<file path="src/rtl/pes_pkg.sv">
// Package: shared state type and path-overlap helper for the eviction scheduler.
// Assumes leaf labels are at most 32 bits wide, MSB choosing the branch below the root.
package pes_pkg;

    typedef enum logic [1:0] {
        S_IDLE   = 2'd0,
        S_INTAKE = 2'd1,
        S_PLACE  = 2'd2,
        S_EMIT   = 2'd3
    } pes_state_e;

    // Deepest level shared by two paths, given the XOR of their leaf labels.
    function automatic int shared_depth(input logic [31:0] diff, input int depth);
        int r;
        r = depth;
        for (int b = 0; b < 32; b++) begin
            if (b < depth && diff[b]) r = depth - 1 - b;
        end
        return r;
    endfunction

endpackage

</file>
<file path="src/rtl/pes_stash.sv">
// Module: on-chip stash holding real blocks between write-backs.
// Inserts at the lowest free index; one insert and one delete may occur per cycle.
// Assumes the caller never inserts while full and never deletes an empty entry.
module pes_stash #(
    parameter int N  = 32,
    parameter int TW = 8,
    parameter int LW = 4,
    parameter int DW = 16,
    localparam int IW = $clog2(N)
) (
    input  logic          clk,
    input  logic          rst_n,
    input  logic          ins_en,
    input  logic [TW-1:0] ins_tag,
    input  logic [LW-1:0] ins_leaf,
    input  logic [DW-1:0] ins_data,
    output logic          full,
    input  logic [IW-1:0] rd_idx,
    output logic          rd_vld,
    output logic [TW-1:0] rd_tag,
    output logic [LW-1:0] rd_leaf,
    output logic [DW-1:0] rd_data,
    input  logic          del_en,
    input  logic [IW-1:0] del_idx
);

    logic [N-1:0]  vld_q;
    logic [TW-1:0] tag_q  [N];
    logic [LW-1:0] leaf_q [N];
    logic [DW-1:0] data_q [N];
    logic [IW-1:0] free_idx;

    // Priority search for the lowest free entry.
    always_comb begin
        free_idx = '0;
        full     = 1'b1;
        for (int i = N - 1; i >= 0; i--) begin
            if (!vld_q[i]) begin
                free_idx = IW'(i);
                full     = 1'b0;
            end
        end
    end

    // Occupancy bits: set on insert, cleared on delete.
    always_ff @(posedge clk) begin
        if (!rst_n) begin
            vld_q <= '0;
        end else begin
            if (ins_en) vld_q[free_idx] <= 1'b1;
            if (del_en) vld_q[del_idx]  <= 1'b0;
        end
    end

    // Payload storage written on insert.
    always_ff @(posedge clk) begin
        if (ins_en) begin
            tag_q[free_idx]  <= ins_tag;
            leaf_q[free_idx] <= ins_leaf;
            data_q[free_idx] <= ins_data;
        end
    end

    // Random-access read port used by the placement scan.
    always_comb begin
        rd_vld  = vld_q[rd_idx];
        rd_tag  = tag_q[rd_idx];
        rd_leaf = leaf_q[rd_idx];
        rd_data = data_q[rd_idx];
    end

    // An insert must only be issued when a free entry exists.
    p_ins_room_r4: assert property (@(posedge clk) disable iff (!rst_n)
        ins_en |-> !full);

    // A delete must target an occupied entry.
    p_del_live_r9: assert property (@(posedge clk) disable iff (!rst_n)
        del_en |-> vld_q[del_idx]);

endmodule

</file>
<file path="src/rtl/pes_slotbuf.sv">
// Module: level-indexed slot buffer mapping onto the buckets of one path.
// A put lands in the deepest level not below put_max with a free slot, filling
// slots in order; the read port returns a dummy for unfilled slots.
// Assumes clr and put_en are never asserted together.
module pes_slotbuf #(
    parameter int LV      = 5,
    parameter int Z       = 4,
    parameter int TW      = 8,
    parameter int LW      = 4,
    parameter int DW      = 16,
    parameter logic [TW-1:0] TAG_INV = '1,
    localparam int PB  = LV * Z,
    localparam int SW  = $clog2(PB),
    localparam int LVW = $clog2(LV),
    localparam int FW  = $clog2(Z + 1)
) (
    input  logic           clk,
    input  logic           rst_n,
    input  logic           clr,
    input  logic           put_en,
    input  logic [LVW-1:0] put_max,
    input  logic [TW-1:0]  put_tag,
    input  logic [LW-1:0]  put_leaf,
    input  logic [DW-1:0]  put_data,
    output logic           fit,
    input  logic [SW-1:0]  rd_idx,
    output logic [TW-1:0]  rd_tag,
    output logic [LW-1:0]  rd_leaf,
    output logic [DW-1:0]  rd_data
);

    logic [FW-1:0] fill_q [LV];
    logic [PB-1:0] vld_q;
    logic [TW-1:0] tag_q  [PB];
    logic [LW-1:0] leaf_q [PB];
    logic [DW-1:0] data_q [PB];
    logic [LVW-1:0] sel;
    logic [SW-1:0]  waddr;

    // Deepest eligible level that still has room.
    always_comb begin
        fit = 1'b0;
        sel = '0;
        for (int l = 0; l < LV; l++) begin
            if (l <= int'(put_max) && int'(fill_q[l]) < Z) begin
                fit = 1'b1;
                sel = LVW'(l);
            end
        end
        waddr = SW'(int'(sel) * Z + int'(fill_q[sel]));
    end

    // Per-level fill counters and slot occupancy.
    always_ff @(posedge clk) begin
        if (!rst_n || clr) begin
            for (int l = 0; l < LV; l++) fill_q[l] <= '0;
            vld_q <= '0;
        end else if (put_en) begin
            fill_q[sel]  <= fill_q[sel] + FW'(1);
            vld_q[waddr] <= 1'b1;
        end
    end

    // Slot payload storage.
    always_ff @(posedge clk) begin
        if (put_en) begin
            tag_q[waddr]  <= put_tag;
            leaf_q[waddr] <= put_leaf;
            data_q[waddr] <= put_data;
        end
    end

    // Read port: unfilled slots read back as dummy blocks.
    always_comb begin
        if (vld_q[rd_idx]) begin
            rd_tag  = tag_q[rd_idx];
            rd_leaf = leaf_q[rd_idx];
            rd_data = data_q[rd_idx];
        end else begin
            rd_tag  = TAG_INV;
            rd_leaf = '0;
            rd_data = '0;
        end
    end

    // The controller only places an entry when a level has room.
    p_put_fits_r3: assert property (@(posedge clk) disable iff (!rst_n)
        put_en |-> fit);

    // A level never holds more than Z blocks.
    p_fill_bound_r3: assert property (@(posedge clk) disable iff (!rst_n)
        put_en |=> int'(fill_q[$past(sel)]) <= Z);

endmodule

</file>
<file path="src/rtl/path_evict_sched.sv">
// Module: tree path eviction scheduler (top).
// Takes the leaf of each accessed path, absorbs the path's blocks into the stash,
// and every PERIOD-th access places stash entries into a slot buffer and streams
// the whole path back root first. With obl_en low it is a wire from in to out.
// Assumes obl_en is only acted upon while idle and that the 8'hFF-style all-ones
// tag is never used by a real block.
module path_evict_sched #(
    parameter int L      = 4,
    parameter int Z      = 4,
    parameter int N      = 32,
    parameter int TW     = 8,
    parameter int DW     = 16,
    parameter int PERIOD = 5
) (
    input  logic          clk,
    input  logic          rst_n,
    input  logic          obl_en,
    input  logic          acc_valid,
    output logic          acc_ready,
    input  logic [L-1:0]  acc_leaf,
    input  logic          in_valid,
    output logic          in_ready,
    input  logic [TW-1:0] in_tag,
    input  logic [L-1:0]  in_leaf,
    input  logic [DW-1:0] in_data,
    output logic          out_valid,
    input  logic          out_ready,
    output logic [TW-1:0] out_tag,
    output logic [L-1:0]  out_leaf,
    output logic [DW-1:0] out_data,
    output logic          stash_err
);
    import pes_pkg::*;

    localparam int LV  = L + 1;
    localparam int PB  = LV * Z;
    localparam int SW  = $clog2(PB);
    localparam int IW  = $clog2(N);
    localparam int LVW = $clog2(LV);
    localparam int CW  = $clog2(PERIOD + 1);
    localparam logic [TW-1:0] TAG_INV = '1;

    pes_state_e    state_q;
    logic [L-1:0]  cur_leaf_q;
    logic [SW-1:0] beat_q;
    logic [IW-1:0] scan_q;
    logic [CW-1:0] acc_cnt_q;
    logic          evict_q;
    logic          err_q;

    logic          bypass, beat, beat_last, is_real;
    logic          st_full, st_ins, st_del;
    logic          st_vld;
    logic [TW-1:0] st_tag;
    logic [L-1:0]  st_leaf;
    logic [DW-1:0] st_data;
    logic          sb_fit, sb_put, sb_clr, leftover;
    logic [LVW-1:0] sb_max;
    logic [TW-1:0] sb_tag;
    logic [L-1:0]  sb_leaf;
    logic [DW-1:0] sb_data;

    // Handshake and datapath steering.
    always_comb begin
        bypass    = (state_q == S_IDLE) && !obl_en;
        acc_ready = (state_q == S_IDLE) && obl_en;
        in_ready  = bypass ? out_ready : (state_q == S_INTAKE);
        beat      = in_valid && (state_q == S_INTAKE);
        beat_last = beat_q == SW'(PB - 1);
        is_real   = in_tag != TAG_INV;
        st_ins    = beat && is_real && !st_full;
        sb_clr    = beat && beat_last && evict_q;
        sb_max    = LVW'(shared_depth(32'(st_leaf ^ cur_leaf_q), L));
        sb_put    = (state_q == S_PLACE) && st_vld && sb_fit;
        st_del    = sb_put;
        leftover  = (state_q == S_PLACE) && st_vld && !sb_fit;
    end

    // Output mux: pass-through when disabled, slot buffer during write-back.
    always_comb begin
        if (bypass) begin
            out_valid = in_valid;
            out_tag   = in_tag;
            out_leaf  = in_leaf;
            out_data  = in_data;
        end else begin
            out_valid = state_q == S_EMIT;
            out_tag   = sb_tag;
            out_leaf  = sb_leaf;
            out_data  = sb_data;
        end
    end

    // Access sequencing: intake, optional placement scan, write-back stream.
    always_ff @(posedge clk) begin
        if (!rst_n) begin
            state_q    <= S_IDLE;
            cur_leaf_q <= '0;
            beat_q     <= '0;
            scan_q     <= '0;
            acc_cnt_q  <= '0;
            evict_q    <= 1'b0;
        end else begin
            case (state_q)
                S_IDLE: if (acc_valid && acc_ready) begin
                    cur_leaf_q <= acc_leaf;
                    beat_q     <= '0;
                    evict_q    <= acc_cnt_q == CW'(PERIOD - 1);
                    acc_cnt_q  <= (acc_cnt_q == CW'(PERIOD - 1)) ? '0 : acc_cnt_q + CW'(1);
                    state_q    <= S_INTAKE;
                end
                S_INTAKE: if (beat) begin
                    if (beat_last) begin
                        beat_q  <= '0;
                        scan_q  <= '0;
                        state_q <= evict_q ? S_PLACE : S_IDLE;
                    end else begin
                        beat_q <= beat_q + SW'(1);
                    end
                end
                S_PLACE: begin
                    scan_q <= scan_q + IW'(1);
                    if (scan_q == IW'(N - 1)) begin
                        beat_q  <= '0;
                        state_q <= S_EMIT;
                    end
                end
                S_EMIT: if (out_ready) begin
                    if (beat_last) state_q <= S_IDLE;
                    else           beat_q  <= beat_q + SW'(1);
                end
                default: state_q <= S_IDLE;
            endcase
        end
    end

    // Sticky error: dropped input block or unplaceable stash entry.
    always_ff @(posedge clk) begin
        if (!rst_n)                                err_q <= 1'b0;
        else if ((beat && is_real && st_full) || leftover) err_q <= 1'b1;
    end

    assign stash_err = err_q;

    pes_stash #(.N(N), .TW(TW), .LW(L), .DW(DW)) u_stash (
        .clk      (clk),
        .rst_n    (rst_n),
        .ins_en   (st_ins),
        .ins_tag  (in_tag),
        .ins_leaf (in_leaf),
        .ins_data (in_data),
        .full     (st_full),
        .rd_idx   (scan_q),
        .rd_vld   (st_vld),
        .rd_tag   (st_tag),
        .rd_leaf  (st_leaf),
        .rd_data  (st_data),
        .del_en   (st_del),
        .del_idx  (scan_q)
    );

    pes_slotbuf #(.LV(LV), .Z(Z), .TW(TW), .LW(L), .DW(DW), .TAG_INV(TAG_INV)) u_slots (
        .clk      (clk),
        .rst_n    (rst_n),
        .clr      (sb_clr),
        .put_en   (sb_put),
        .put_max  (sb_max),
        .put_tag  (st_tag),
        .put_leaf (st_leaf),
        .put_data (st_data),
        .fit      (sb_fit),
        .rd_idx   (beat_q),
        .rd_tag   (sb_tag),
        .rd_leaf  (sb_leaf),
        .rd_data  (sb_data)
    );

    // Write-back fields hold while the sink stalls.
    p_hold_r7: assert property (@(posedge clk) disable iff (!rst_n)
        (state_q == S_EMIT && !out_ready) |=>
            (out_valid && $stable(out_tag) && $stable(out_leaf) && $stable(out_data)));

    // No input is taken during placement or write-back.
    p_no_intake_r2: assert property (@(posedge clk) disable iff (!rst_n)
        (state_q == S_PLACE || state_q == S_EMIT) |-> !in_ready);

    // The error flag never clears once raised.
    p_err_sticky_r4: assert property (@(posedge clk) disable iff (!rst_n)
        stash_err |=> stash_err);

    // A write-back is only entered from an access flagged for eviction.
    p_emit_period_r5: assert property (@(posedge clk) disable iff (!rst_n)
        $rose(out_valid && !bypass) |-> evict_q);

endmodule

</file>
<file path="config.mk">
export PLATFORM = sky130hd
export DESIGN_NAME = path_evict_sched
export DESIGN_NICKNAME = d
export VERILOG_FILES = /design/src/rtl/pes_pkg.sv /design/src/rtl/pes_stash.sv /design/src/rtl/pes_slotbuf.sv /design/src/rtl/path_evict_sched.sv
export SDC_FILE = /design/constraint.sdc
export NUM_CORES = 1
export LEC_CHECK = 0
export BUFFER_PORTS_ARGS = -buffer_cell sky130_fd_sc_hd__buf_4
export CORE_ASPECT_RATIO = 0.9
export CORE_MARGIN = 4
export CORE_UTILIZATION = 45
export DETAILED_ROUTE_END_ITERATION = 10
export PLACE_DENSITY_LB_ADDON = 0.2
export REMOVE_ABC_BUFFERS = 1
export SKIP_LAST_GASP = 1
export SLEW_MARGIN = 10
export SYNTH_ARGS = -nofsm -noshare
export SYNTH_HDL_FRONTEND = slang
export SYNTH_SLANG_ARGS = --single-unit
</file>
<file path="constraint.sdc">
create_clock -name clk -period 7.6 [get_ports clk]
set_clock_uncertainty 0.05 [all_clocks]
set_input_delay 0 -clock clk [delete_from_list [all_inputs] [get_ports clk]]
set_output_delay 0 -clock clk [all_outputs]
set_load 0.02 [all_outputs]
</file>
Word level (Yosys, flattened, before mapping)
Memory sizes are Yosys's and may differ from the RTL's. A register that Yosys moved wholly into a read port is not among the register bits.
Index checks and enable logic that the tools add are counted.
- register bits after elaboration: 73
- memory bits (writable): 1471
- input bits: 38
- memories: 7
- word-level logic and storage cells: 228
- $lt $le $gt $ge: 16
- bitwise operators: 5
- mux-type cells: 140
- reductions and logical operators: 32
- equal/unequal tests: 14
- add/sub/neg operators: 5
- memory list (name ; words ; width ; read ports ; clocked after memory_dff ; write ports ; line ; source):
    u_stash.data_q ; 32 ; 16 ; 1 ; 1 ; 1 ; pes_stash.sv:30 ; logic [DW-1:0] data_q [N];
    u_slots.data_q ; 20 ; 16 ; 1 ; 1 ; 1 ; pes_slotbuf.sv:36 ; logic [DW-1:0] data_q [PB];
    u_stash.tag_q ; 32 ; 8 ; 1 ; 1 ; 1 ; pes_stash.sv:28 ; logic [TW-1:0] tag_q [N];
    u_slots.tag_q ; 20 ; 8 ; 1 ; 1 ; 1 ; pes_slotbuf.sv:34 ; logic [TW-1:0] tag_q [PB];
    u_stash.leaf_q ; 32 ; 4 ; 1 ; 1 ; 1 ; pes_stash.sv:29 ; logic [LW-1:0] leaf_q [N];
    u_slots.leaf_q ; 20 ; 4 ; 1 ; 1 ; 1 ; pes_slotbuf.sv:35 ; logic [LW-1:0] leaf_q [PB];
    1 more memories ; n/a ; n/a ; n/a ; n/a ; n/a ; n/a ;
- operators with widths (cell ; count):
    $mux W5 ; 52
    $mux W32 ; 3
    $mux W1 ; 54
    $and A32 B32 Y32 ; 1
    $mux W16 ; 2
    $not A32 Y32 ; 1
    $or A32 B32 Y32 ; 1
    $lt A5 B6 Y1 const B ; 4
    $mux W3 ; 8
    $or A20 B20 Y20 ; 1
    $pmux W5 S4 ; 1
    $logic_and A1 B1 Y1 ; 19
    $mux W2 ; 9
    $mux W8 ; 2
    $demux W1 S5 ; 3
    $ge A5 B1 Y1 const B ; 3
    $lt A3 B3 Y1 const B ; 5
    $add A5 B1 Y5 const B ; 2
    $bmux W1 S5 ; 2
    $eq A5 B5 Y1 const B ; 2
    $ne A2 B2 Y1 const B ; 5
    $pmux W5 S2 ; 1
    $mux W4 ; 2
    $ne A8 B8 Y1 const B ; 1
    20 further kinds ; 28

Logic depth before layout (Yosys ltp)
- depth after elaboration: 41
- depth in mapped cells: 20

By module
A second synthesis with hierarchy kept.
- cell total of the unflattened synthesis: 2907
- area total of the unflattened synthesis: 60878.4 um^2
- by module, submodules not included (module ; cells each ; area an instance (um^2) ; seq. area each (um^2) ; times used):
    pes_stash ; 1535 ; 36023.3 ; 27546.4 ; 1
    pes_slotbuf ; 1192 ; 23244.8 ; 17697.0 ; 1
    path_evict_sched ; 180 ; 1610.3 ; 420.4 ; 1

Worst setup path before layout
OpenSTA, ideal clock, no wires.
- kind: reg-to-reg
- from: register (tool-made name)
- to: memory u_slots.data_q[5][0] (enable)
- data required time: 7.066 ns
- data arrival time: 7.167 ns
- setup slack: -0.101 ns
- library setup time: 0.484 ns
- cell stages (with the launch flop): 19
- cell sequence: dfxtp_1 buf_2 and2_0 buf_2 buf_4 a22oi_1 a21oi_1 nor4_2 mux2_2 or4_1 buf_2 a31oi_4 nor2_2 buf_2 ha_1 ha_1 xnor2_1 nand3b_1 nor4_1
- RTL lines (element ; line):
    to (decl) ; pes_slotbuf.sv:36

==> reports/results.ini <==
[setup_path]
crit_path_start_kind=flip-flop
slowest_stage=and2_0
cp.required_ns=7.96
critPathMaxFanout=28
cp_top_family=simple AND/OR/NAND/NOR gates
critical_path_buf_inv_count=3
critPathKind=flip-flop to flip-flop
max_stage_delay_ns=0.85
crit_chain=and2_0 > a22oi_1 > a21oi_1 > nor4_4 > buf_4 > xnor2_1 > nor4bb_1 > buf_4 > or2_1 > nor2_2 > ha_1 > ha_1 > xnor2_1 > nand3_1 > nor3_2 > buf_4
cp-end-kind=flip-flop
cp_common_cell=buf_4
cp.arrival_ns=6.55

[power_and_ir_drop]
ir_drop_mv=0.1967
p_per_area_nw_per_um2=250.6
cellLeakagePower_nw=20.80
power_w=0.01738

[synth]
syn_area_um2=60700
syn_inst=2804
syn_area_per_cell_um2=21.65
ys_seq_elements=1554
yosysWarnings=0
async_flop_share_pct=0
synth-edff-count=1471
synth_cell_types=70
synth_flop_cell=edfxtp_1
ys_seq_area_share_pct=75.51

[floorplan]
coreArea_um2=133600
dieWidth_um=395.1
die_y_um=356.4
num_rows=127
die_area_um2=140800
start_util_pct=45.42
ioPinCount=70

[sta]
rsz0062_at_grt=false
tightestPinTransition_ns=1.248
slew_viol_final=0
period_share_pct=81.51
max_freq_mhz=161.4
relSlewSlack_pct=15.94
final-setup-viol-count=0
holdWs_ns=0.1358
period_minus_slack_ns=6.195
hold_viol=0
finalSetupTns_ns=0
worst_slack_ns=1.406

[place]
gp_congestion=0.8522
io_buffers=69
dp_hpwl_um=84910
dp_slack_ns=1.447

[global_routing]
antenna_found_initial=5
overflow=0
grt_pass1_vias=30570
grt_max_degree=131
grt_first_pass_wirelength_um=217700
grt_usage_pct=21.36

[routing]
vias_per_cell=6.038
vias=29880
post_drt_wl_per_cell_um=30.27
wirelength_um=149800
drc=0
drtIter0Drc=3672
ant_nets=0
dr.pass1.iters=6

[cts]
cts_resized=0
numClockSinks=1554
clockBufferDepth=3
cts_buffers=156
holdBufCountCts=53
clkTransAtPathRegs_ns=0.06
root_buffer=clkbuf_16
cts_tree=done
cts-htree-levels=4
post-cts-setup-buffers=0
worst_skew_pair.late_latency_ns=0.78

[finish]
nNetsFinal=3069
drive_gt1_share_pct=29.49
syn_to_final_growth_pct=14.28

[run_status]
status=finished, final reports clean

[job]
max_cap_viol_count=0

[hold_path]
worstHoldStart=in_data[6]
hold_path_class=input pin to flip-flop

synth_stat cells, drive strengths merged, types with 3 or more instances:
master	n	area, um2
xor2	5	51.30
nor4	10	113.9
nand2b	10	62.56
a22oi	34	255.2
mux2	35	394.1
o31ai	22	165.2
nor2	54	207.7
dfxtp	83	1662
a31oi	6	52.55
mux2i	86	860.8
a21oi	35	175.2
edfxtp	1471	44170
clkbuf	77	289.0
a21boi	9	67.57
nand2	108	405.4
o211ai	6	45.04
xnor2	4	35.03
inv	27	101.4
a21o	3	22.52
o211a	5	50.05
ha	14	175.2
a211oi	4	30.03
nand3	17	85.08
o2111ai	6	65.06
nor3	31	155.2
o21ai	46	241.5
and2	7	43.80
o22a	8	70.07
nor2b	13	81.33
and3	4	25.02
o221a	26	292.8
nand4	14	87.58
mux4	424	9549
buf	72	347.8
layout by cell type (no fill, tap or decap), types with 13 or more instances in the layout:
cell,instances
mux2i_1,86
mux2_2,35
nor2_1,33
ha_1,14
nor2_4,19
edfxtp_1,1471
mux4_2,424
nor2b_1,13
a21oi_1,29
o31ai_1,22
nand2_1,108
buf_4,147
clkinv_2,24
a22oi_1,34
clkinv_1,30
inv_1,27
nand4_1,14
nand3_1,17
o221a_2,22
dlygate4sd3_1,53
nor3_2,24
dfxtp_1,73
o21ai_0,43
clkbuf_16,158
clkbuf_1,33
worst register-to-register path, stage by stage, from the launching register on:
cell and delay (ns):
dfxtp_4 0.67, and2_0 0.86, a22oi_1 0.26, a21oi_1 0.42, nor4_4 0.05, buf_4 0.23
xnor2_1 0.33, nor4bb_1 0.41, buf_4 0.23, or2_1 0.37, nor2_2 0.10, ha_1 0.21
ha_1 0.20, xnor2_1 0.32, nand3_1 0.42, nor3_2 0.23, buf_4 0.42
per-stage QoR:
| stage | util (%) | instance area (um2) | cells |
|---|---|---|---|
| 3_5_place_dp | 47.81 | 63900 | 4612 |
| 4_1_cts | 51.90 | 69360 | 4946 |
| 2_1_floorplan | - | 60060 | 2655 |
| 6_report | 51.90 | 69360 | 4948 |
| 3_3_place_gp | 47.81 | 63900 | 4612 |
| 5_1_grt | 51.90 | 69360 | 4947 |
routing by layer:
metal  track usage (%)  up-vias  share of wire (%)
met2             33.20     1209                 48
met1             31.35    16150                 43
met3             3.793      219                6.9
met4             6.242        2                2.7
li1                  -    12300                  -
met5                 0        -             0.0080
report_power, final:
group | total, W | leakage, nW | internal, W | switching (W)
clock | 0.00744 | 2.40 | 0.00423 | 0.00321
combinational | 0.000561 | 4.50 | 0.000222 | 0.000338
sequential | 0.00938 | 13.9 | 0.00934 | 0.0000331
path summary, 6_finish.rpt:
kind	depth (start not counted)	to	slack, ns
setup / recovery	16	u_slots.data_q[12][15]	1.41
hold / removal	2	u_stash.data_q[25][6]	0.14
setup reg to reg	16	u_slots.data_q[12][15]	1.41
hold reg to reg	2	u_slots.vld_q[8]	0.40
kinds of logic (layout without fill, tap and decap cells):
logic type / Yosys count / after routing / share of synthesized area, %
flip-flops: 1554 / 1554 / 75.51
multiplexers: 545 / 545 / 17.80
AND/OR/NAND/NOR: 279 / 279 / 2.228
AO/OA/AOI/OAI: 227 / 227 / 2.812
buffers and inverters: 176 / 512 / 1.216
adder cells (fa/ha/maj): 14 / 14 / 0.2886
XOR/XNOR: 9 / 9 / 0.1422
other: 0 / 2 / 0
sequential cells by signal (all words and copies together) (netlist names), 4 cells and up, named ones only:
| signal | count |
|---|---|
| cur_leaf_q | 4 |
| u_slots.tag_q | 160 |
| u_slots.vld_q | 20 |
| beat_q | 5 |
| u_stash.data_q | 512 |
| u_stash.leaf_q | 128 |
| u_stash.tag_q | 256 |
| u_slots.leaf_q | 80 |
| u_slots.fill_q | 15 |
| u_stash.vld_q | 32 |
| u_slots.data_q | 320 |
| scan_q | 5 |
area by class of cell:
cell class | count | area (um2)
clock buffer | 193 | 4105
clock inverter | 88 | 825.8
tap | 1806 | 2260
inverter | 27 | 101.3
fill | 10230 | 64280
multi-input combinational | 1074 | 14490
sequential | 1554 | 45860
timing repair buffer | 204 | 1714
antenna | 2 | 5.005
No activity file was read; power rests on OpenSTA's default activity.
